[src/rtl/pag_pkg.sv]
package pag_pkg;

    localparam int EV_W = 10;

    localparam int EV_INC      = 0;
    localparam int EV_NEAR     = 1;
    localparam int EV_BRANCH   = 2;
    localparam int EV_LJMP     = 3;
    localparam int EV_LCALL    = 4;
    localparam int EV_LRET     = 5;
    localparam int EV_IRET     = 6;
    localparam int EV_HWINT    = 7;
    localparam int EV_BRK      = 8;
    localparam int EV_COP      = 9;

    typedef enum logic [2:0] {
        ACT_HOLD,
        ACT_INC,
        ACT_BRANCH,
        ACT_NEAR,
        ACT_LONG_TGT,
        ACT_LONG_STK,
        ACT_TRAP
    } act_e;

    function automatic logic is_trap(input logic [EV_W-1:0] e);
        return e[EV_HWINT] | e[EV_BRK] | e[EV_COP];
    endfunction

    function automatic logic is_long_stk(input logic [EV_W-1:0] e);
        return e[EV_LRET] | e[EV_IRET];
    endfunction

    function automatic logic is_long_tgt(input logic [EV_W-1:0] e);
        return e[EV_LJMP] | e[EV_LCALL];
    endfunction

endpackage

[src/rtl/pag_arbiter.sv]
module pag_arbiter
    import pag_pkg::*;
(
    input  logic [EV_W-1:0] ev,
    output act_e            act
);
    always_comb begin
        if (is_trap(ev))               act = ACT_TRAP;
        else if (is_long_stk(ev))      act = ACT_LONG_STK;
        else if (is_long_tgt(ev))      act = ACT_LONG_TGT;
        else if (ev[EV_NEAR])          act = ACT_NEAR;
        else if (ev[EV_BRANCH])        act = ACT_BRANCH;
        else if (ev[EV_INC])           act = ACT_INC;
        else                           act = ACT_HOLD;
    end
endmodule

[src/rtl/pag_pc_next.sv]
module pag_pc_next
    import pag_pkg::*;
#(
    parameter int PC_W = 16
) (
    input  act_e            act,
    input  logic [PC_W-1:0] pc,
    input  logic [PC_W-1:0] tgt_pc,
    input  logic [PC_W-1:0] rel_off,
    input  logic [PC_W-1:0] vec_pc,
    output logic [PC_W-1:0] pc_nxt
);
    localparam logic [PC_W-1:0] ONE = PC_W'(1);

    always_comb begin
        unique case (act)
            ACT_TRAP:     pc_nxt = vec_pc;
            ACT_LONG_STK,
            ACT_LONG_TGT,
            ACT_NEAR:     pc_nxt = tgt_pc;
            ACT_BRANCH:   pc_nxt = pc + rel_off;
            ACT_INC:      pc_nxt = pc + ONE;
            default:      pc_nxt = pc;
        endcase
    end
endmodule

[src/rtl/pag_bank_next.sv]
module pag_bank_next
    import pag_pkg::*;
#(
    parameter int BANK_W = 8
) (
    input  act_e              act,
    input  logic [BANK_W-1:0] bank,
    input  logic [BANK_W-1:0] tgt_bank,
    input  logic [BANK_W-1:0] stk_bank,
    output logic [BANK_W-1:0] bank_nxt
);
    always_comb begin
        unique case (act)
            ACT_TRAP:     bank_nxt = '0;
            ACT_LONG_STK: bank_nxt = stk_bank;
            ACT_LONG_TGT: bank_nxt = tgt_bank;
            default:      bank_nxt = bank;
        endcase
    end
endmodule

[src/rtl/prog_addr_gen.sv]
module prog_addr_gen
    import pag_pkg::*;
#(
    parameter int BANK_W = 8,
    parameter int PC_W   = 16
) (
    input  logic                   clk,
    input  logic                   rst,
    input  logic [EV_W-1:0]        ev,
    input  logic [PC_W-1:0]        tgt_pc,
    input  logic [BANK_W-1:0]      tgt_bank,
    input  logic [BANK_W-1:0]      stk_bank,
    input  logic [PC_W-1:0]        rel_off,
    input  logic [PC_W-1:0]        vec_pc,
    input  logic                   push_req,
    output logic [BANK_W+PC_W-1:0] fetch_addr,
    output logic [BANK_W-1:0]      bank_q,
    output logic [PC_W-1:0]        pc_q,
    output logic                   push_valid,
    output logic [BANK_W-1:0]      push_bank
);
    act_e              act;
    logic [PC_W-1:0]   pc_nxt;
    logic [BANK_W-1:0] bank_nxt;

    pag_arbiter u_arb (
        .ev  (ev),
        .act (act)
    );

    pag_pc_next #(.PC_W(PC_W)) u_pc (
        .act     (act),
        .pc      (pc_q),
        .tgt_pc  (tgt_pc),
        .rel_off (rel_off),
        .vec_pc  (vec_pc),
        .pc_nxt  (pc_nxt)
    );

    pag_bank_next #(.BANK_W(BANK_W)) u_bank (
        .act      (act),
        .bank     (bank_q),
        .tgt_bank (tgt_bank),
        .stk_bank (stk_bank),
        .bank_nxt (bank_nxt)
    );

    always_ff @(posedge clk) begin
        if (rst) begin
            bank_q <= '0;
            pc_q   <= '0;
        end else begin
            bank_q <= bank_nxt;
            pc_q   <= pc_nxt;
        end
    end

    assign fetch_addr = {bank_q, pc_q};
    assign push_valid = push_req;
    assign push_bank  = push_req ? bank_q : '0;
endmodule

[config.mk]
export PLATFORM = sky130hd
export DESIGN_NAME = prog_addr_gen
export DESIGN_NICKNAME = d
export VERILOG_FILES = /design/src/rtl/pag_pkg.sv /design/src/rtl/pag_arbiter.sv /design/src/rtl/pag_pc_next.sv /design/src/rtl/pag_bank_next.sv /design/src/rtl/prog_addr_gen.sv
export SDC_FILE = /design/constraint.sdc
export NUM_CORES = 1
export LEC_CHECK = 0
export BUFFER_PORTS_ARGS = -buffer_cell sky130_fd_sc_hd__buf_2
export CAP_MARGIN = 20
export CORE_MARGIN = 2
export CORE_UTILIZATION = 46
export CTS_BUF_LIST = sky130_fd_sc_hd__clkbuf_4 sky130_fd_sc_hd__clkbuf_8
export DETAILED_ROUTE_END_ITERATION = 6
export PLACE_DENSITY_LB_ADDON = 0.3
export SLEW_MARGIN = 40
export SYNTH_ARGS = -nofsm -noshare
export SYNTH_HDL_FRONTEND = slang
export SYNTH_SLANG_ARGS = --single-unit
[constraint.sdc]
create_clock -name clk -period 4 [get_ports clk]
set_input_delay 0.2 -clock clk [delete_from_list [all_inputs] [get_ports clk]]
set_output_delay 0.2 -clock clk [all_outputs]
set_load 0.01 [all_outputs]
# After elaboration in Yosys (flattened, before gate mapping)
# Cells that the tools add are included.
[classes]
n_bitwise = 4
muxes = 9
reduce_logical = 3
n_eq_ne = 6
add_sub_neg = 2
[ops]
columns = ["operator", "count"]
rows = [
  ["$pmux 16 s4", 1],
  ["$pmux 8 s3", 1],
  ["$add 16x1->16 const B", 1],
  ["$add 16x16->16", 1],
  ["$mux 3", 5],
  ["$eq 3x3->1 const B", 3],
  ["$mux 8", 1],
  ["$eq 3x2->1 const B", 2],
  ["$or 1x1->1", 4],
  ["$reduce_bool 4->1", 1],
  ["$eq 3x1->1 const B", 1],
  ["$reduce_bool 3->1", 1],
  ["$reduce_or 3->1", 1],
  ["$mux 1", 1],
]
[totals]
wordCells = 26
out_inout_bits = 57
regBits = 24

# Logic depth before layout (Yosys ltp)
[logic_depth]
depth_word = 9
mapped_depth = 15

# Modules after synthesis
# From an unflattened synthesis, not the netlist that was laid out.
[unflattened]
hier_cells = 368
hier_area_um2 = 2874.0
[by_module_without_submodules]
columns = ["module", "cells_each", "n_inst", "seq_area_each_um2", "area_per_inst_um2"]
rows = [
  ["pag_pc_next", 247, 1, 0.0, 1674.1],
  ["prog_addr_gen", 83, 1, 480.5, 930.9],
  ["pag_bank_next", 28, 1, 0.0, 207.7],
  ["pag_arbiter", 10, 1, 0.0, 61.3],
]

# Least setup slack after synthesis
# No wires, ideal clock.
[synth_path]
path_kind = "input to register"
start = "input ev[6]"
end = "register pc_q[7]"
slack_ns = 0.434
arrival_ns = 3.434
n_path_buf = 3
path_stages = 14
path_cell_list = "or4_4 -> buf_6 -> or2_4 -> buf_6 -> nor3_4 -> buf_2 -> nor2b_1 -> ha_1 -> and3_1 -> a211oi_1 -> o21ai_0 -> xor2_1 -> a221oi_1 -> nor3_1"
[synth_between]
elab_chain_len = 6
[synth_lines]
columns = ["item", "line", "text"]
rows = [
  ["from (decl)", "prog_addr_gen.sv:9", "input logic [EV_W-1:0] ev,"],
  ["$or 1x1->1 (*)", "pag_pkg.sv:31", "return e[EV_LRET] | e[EV_IRET];"],
  ["$mux 3 (*)", "pag_arbiter.sv:9", "else if (is_long_stk(ev)) act = ACT_LONG_STK;"],
  ["$mux 3 (*)", "pag_arbiter.sv:8", "if (is_trap(ev)) act = ACT_TRAP;"],
  ["$eq 3x2->1 or $eq 3x3->1 (tied branches)", "pag_pc_next.sv:16", "unique case (act)"],
  ["$reduce_or 3->1", "pag_pc_next.sv:16", ""],
  ["$pmux 16 s4 or $reduce_bool 4->1 (tied branches)", "--", ""],
  ["to (signal assigned)", "prog_addr_gen.sv:54", "pc_q <= pc_nxt;"],
  ["to (decl)", "prog_addr_gen.sv:18", "output logic [PC_W-1:0] pc_q,"],
]
# Every way passes the cells marked *; elsewhere a longest branch is shown, timed or not.
# A chain may end at the register's enable or synchronous reset.

# Final worst setup path
[layout_path]
start = "input ev[6]"
end = "register pc_q[14]"
# Same word-level chain as after synthesis.

==> impl_metrics.ini <==
[status]
outcome = completed

[worst_setup_path]
end_kind = register
r2r_start = pc_q[0]
crit_type = in2reg
path_common_cell = a21oi_1
worstPathRequired_ns = 4.19
reg2reg_to = pc_q[14]
critPathTopFamily = simple AND/OR/NAND/NOR gates
worst_setup_path_start_kind = input port
crit_buf_inv = 1
rrSetupSlack_ns = 1.48
startpoint = ev[6]
crit_chain = buf_2, or4_4, or2_4, nor3_4, nor2b_1, fa_1, a21oi_1, o2bb2ai_1, o31ai_1, a21oi_1, or3_1, a31o_1
crit_arrival_ns = 3.52
crit_slowest_cell = or4_4
path_max_fanout = 20
r2r.worst_path.cells = 8
critPathMaxStageDelay_ns = 0.58

[cells_and_area]
seqCellArea_sq_um = 480
final_cell_mix = 133 x buf_2, 42 x nor2_1, 31 x a21oi_1
layout_commonest_cell = buf_2
finalNetCount = 513
fillers = 494
final_core_util_pct = 59.1
stdcell_area_sq_mm = 0.00300
drive_above_1_share_pct = 36.8
multiInputGateArea_sq_mm = 0.00166
area_growth_pct = 24.1
antenna_cells = 0
final_cells = 489

[floorplan]
die_w_um = 76.5
pin_count = 134
die_area_sq_mm = 0.00585
start_util_pct = 47.6
rows = 26
design.core.area_sq_mm = 0.00507
die_h_um = 76.5

[synthesis]
yosysSeqAreaShare_pct = 19.9
synth.avg_cell_area_sq_um = 7.59
ys.flop_type = dfxtp_1
synthArstFlopShare_pct = 0
synth_cells = 318
synth_edf_count = 0
syn_area_sq_mm = 0.00241
yosysWarningCount = 0
synth-seq-cells = 24
syn-num-nets = 411
synth_cell_type_count = 54

[placement]
gp_congestion = 0.954
place_inst = 485
io_buffers = 133
dp_slack_ns = 0.409
dp_hpwl_um = 5700
dpl_cell_area_sq_mm = 0.00293

[worst_hold_path]
min_path_cells = 3
hold_path_class = in2reg
hold_end = pc_q[11]
hp-start = vec_pc[11]

[clocking]
htreeDepth = 1
cts-buffers-inserted = 3
clk_path_buf_depth = 2
cts_tree = yes
post_cts_resized = 0
cts_root_buffer = clkbuf_8
clock-sinks = 24
cts_setup_buffers = 0
clkLatencyLatePin_ns = 0.28
hold_buffers = 0
path_clk_slew_ns = 0.10

[timing]
finalWorstSetupSlack_ns = 0.667
finalHoldViolCount = 0
worst_slew_pin_slew_ns = 0.786
slew_violations = 0
setup_violations = 0
holdWs_ns = 0.182
period_share_pct = 83.3
min_period_ns = 3.33
fin_skew_ns = 0.00987
max_freq_mhz = 300
slew_headroom_pct = 47.4
rsz0062_at_grt = no
finalSetupTns_ns = 0

[pwr]
irDropWorstVdd_v = 0.000131
p_per_area_mw_per_mm2 = 250
fin_total_pwr_uw = 748
p_leak_nw = 1.53

[drt]
drc = 0
routed_via_density = 5.46
wirelength_um = 7100
vias = 2672
postRouteAntennaNets = 0
drt_iter0_drc = 117
first_pass_iters = 4
wl_per_cell_um = 14.5

[global_routing]
track_usage_pct = 24.3
grt-ovfl-total = 0
grt_max_degree = 29
antenna_found_initial = 0
grt_pass1_vias = 2548
grt_pass1_wl_um = 11900

[run]
maxCapViolations = 0
-- worst reg2reg max path, cell delays in order, from the launching register on --
cell       delay (ns)
dfxtp_1          0.36
ha_1             0.23
fa_1             0.42
a21oi_1          0.22
o2bb2ai_1        0.19
o31ai_1          0.31
a21oi_1          0.13
or3_1            0.36
a31o_1           0.21
-- cell type report --
type | instances | area share [%]
clock buffer | 3 | 1.38
sequential | 24 | 16.0
clock inverter | 1 | 1.00
timing repair buffer | 137 | 23.2
inverter | 2 | 0.250
multi-input combinational | 252 | 55.2
tap | 70 | 2.92
-- where the power goes --
group / internal (mW) / switching [mW]
Sequential: 0.252 / 0.0141
Clock: 0.134 / 0.0927
Combinational: 0.117 / 0.139
-- synthesized netlist by cell type (3+ instances only) --
master	number	area, sq um
nor2_1	42	158
a21oi_1	31	155
buf_4	25	188
dfxtp_1	24	480
nand2_1	22	82.6
ha_1	15	188
nor2b_1	14	87.6
o21ai_0	10	50.1
clkbuf_1	9	33.8
a2111oi_0	8	70.1
and2_1	8	50.1
nor3_1	8	40.0
a211oi_1	7	52.6
nand3_1	6	30.0
xnor2_1	6	52.6
a22oi_1	5	37.5
mux2i_1	5	50.1
o31ai_1	5	37.5
or3_1	5	31.3
xor2_1	5	43.8
a21o_1	4	30.0
buf_6	4	45.0
nand4_1	4	25.0
a221oi_1	3	26.3
and3_1	3	18.8
-- flip-flops by register name, indices dropped and copies added, names as in the netlist --
register / count
pc_q: 16
bank_q: 8
-- layer usage --
layer | up-vias | track usage (%) | part of all wire, %
li1 | 1339 | - | -
met1 | 1228 | 30.7 | 45
met2 | 96 | 42.8 | 47
met3 | 9 | 3.55 | 6.1
met4 | 0 | 6.55 | 1.6
met5 | - | 0 | 0
-- cell families (layout without fill, tap and decap cells) --
kind of cell    Yosys count  in the layout  share of synthesized area (%)
xor+xnor                 11             11                           3.99
flops                    24             24                           19.9
mux                       5              5                           2.07
compound gates           89             89                           24.2
fa+ha+maj                16             16                           8.60
buf+inv                  42            143                           11.8
simple gates            131            131                           29.4
-- how the worst max path moves through the flow --
stage / depth (start not counted) / slack (ns) / to
2_1_floorplan: 14 / 0.43 / pc_q[7]
3_3_place_gp: 12 / 0.48 / pc_q[14]
3_5_place_dp: 12 / 0.41 / pc_q[14]
4_1_cts: 12 / 0.71 / pc_q[14]
5_1_grt: 12 / 0.50 / pc_q[14]
6_report: 12 / 0.67 / pc_q[14]
Note: power is estimated with default switching activity, not from simulation.
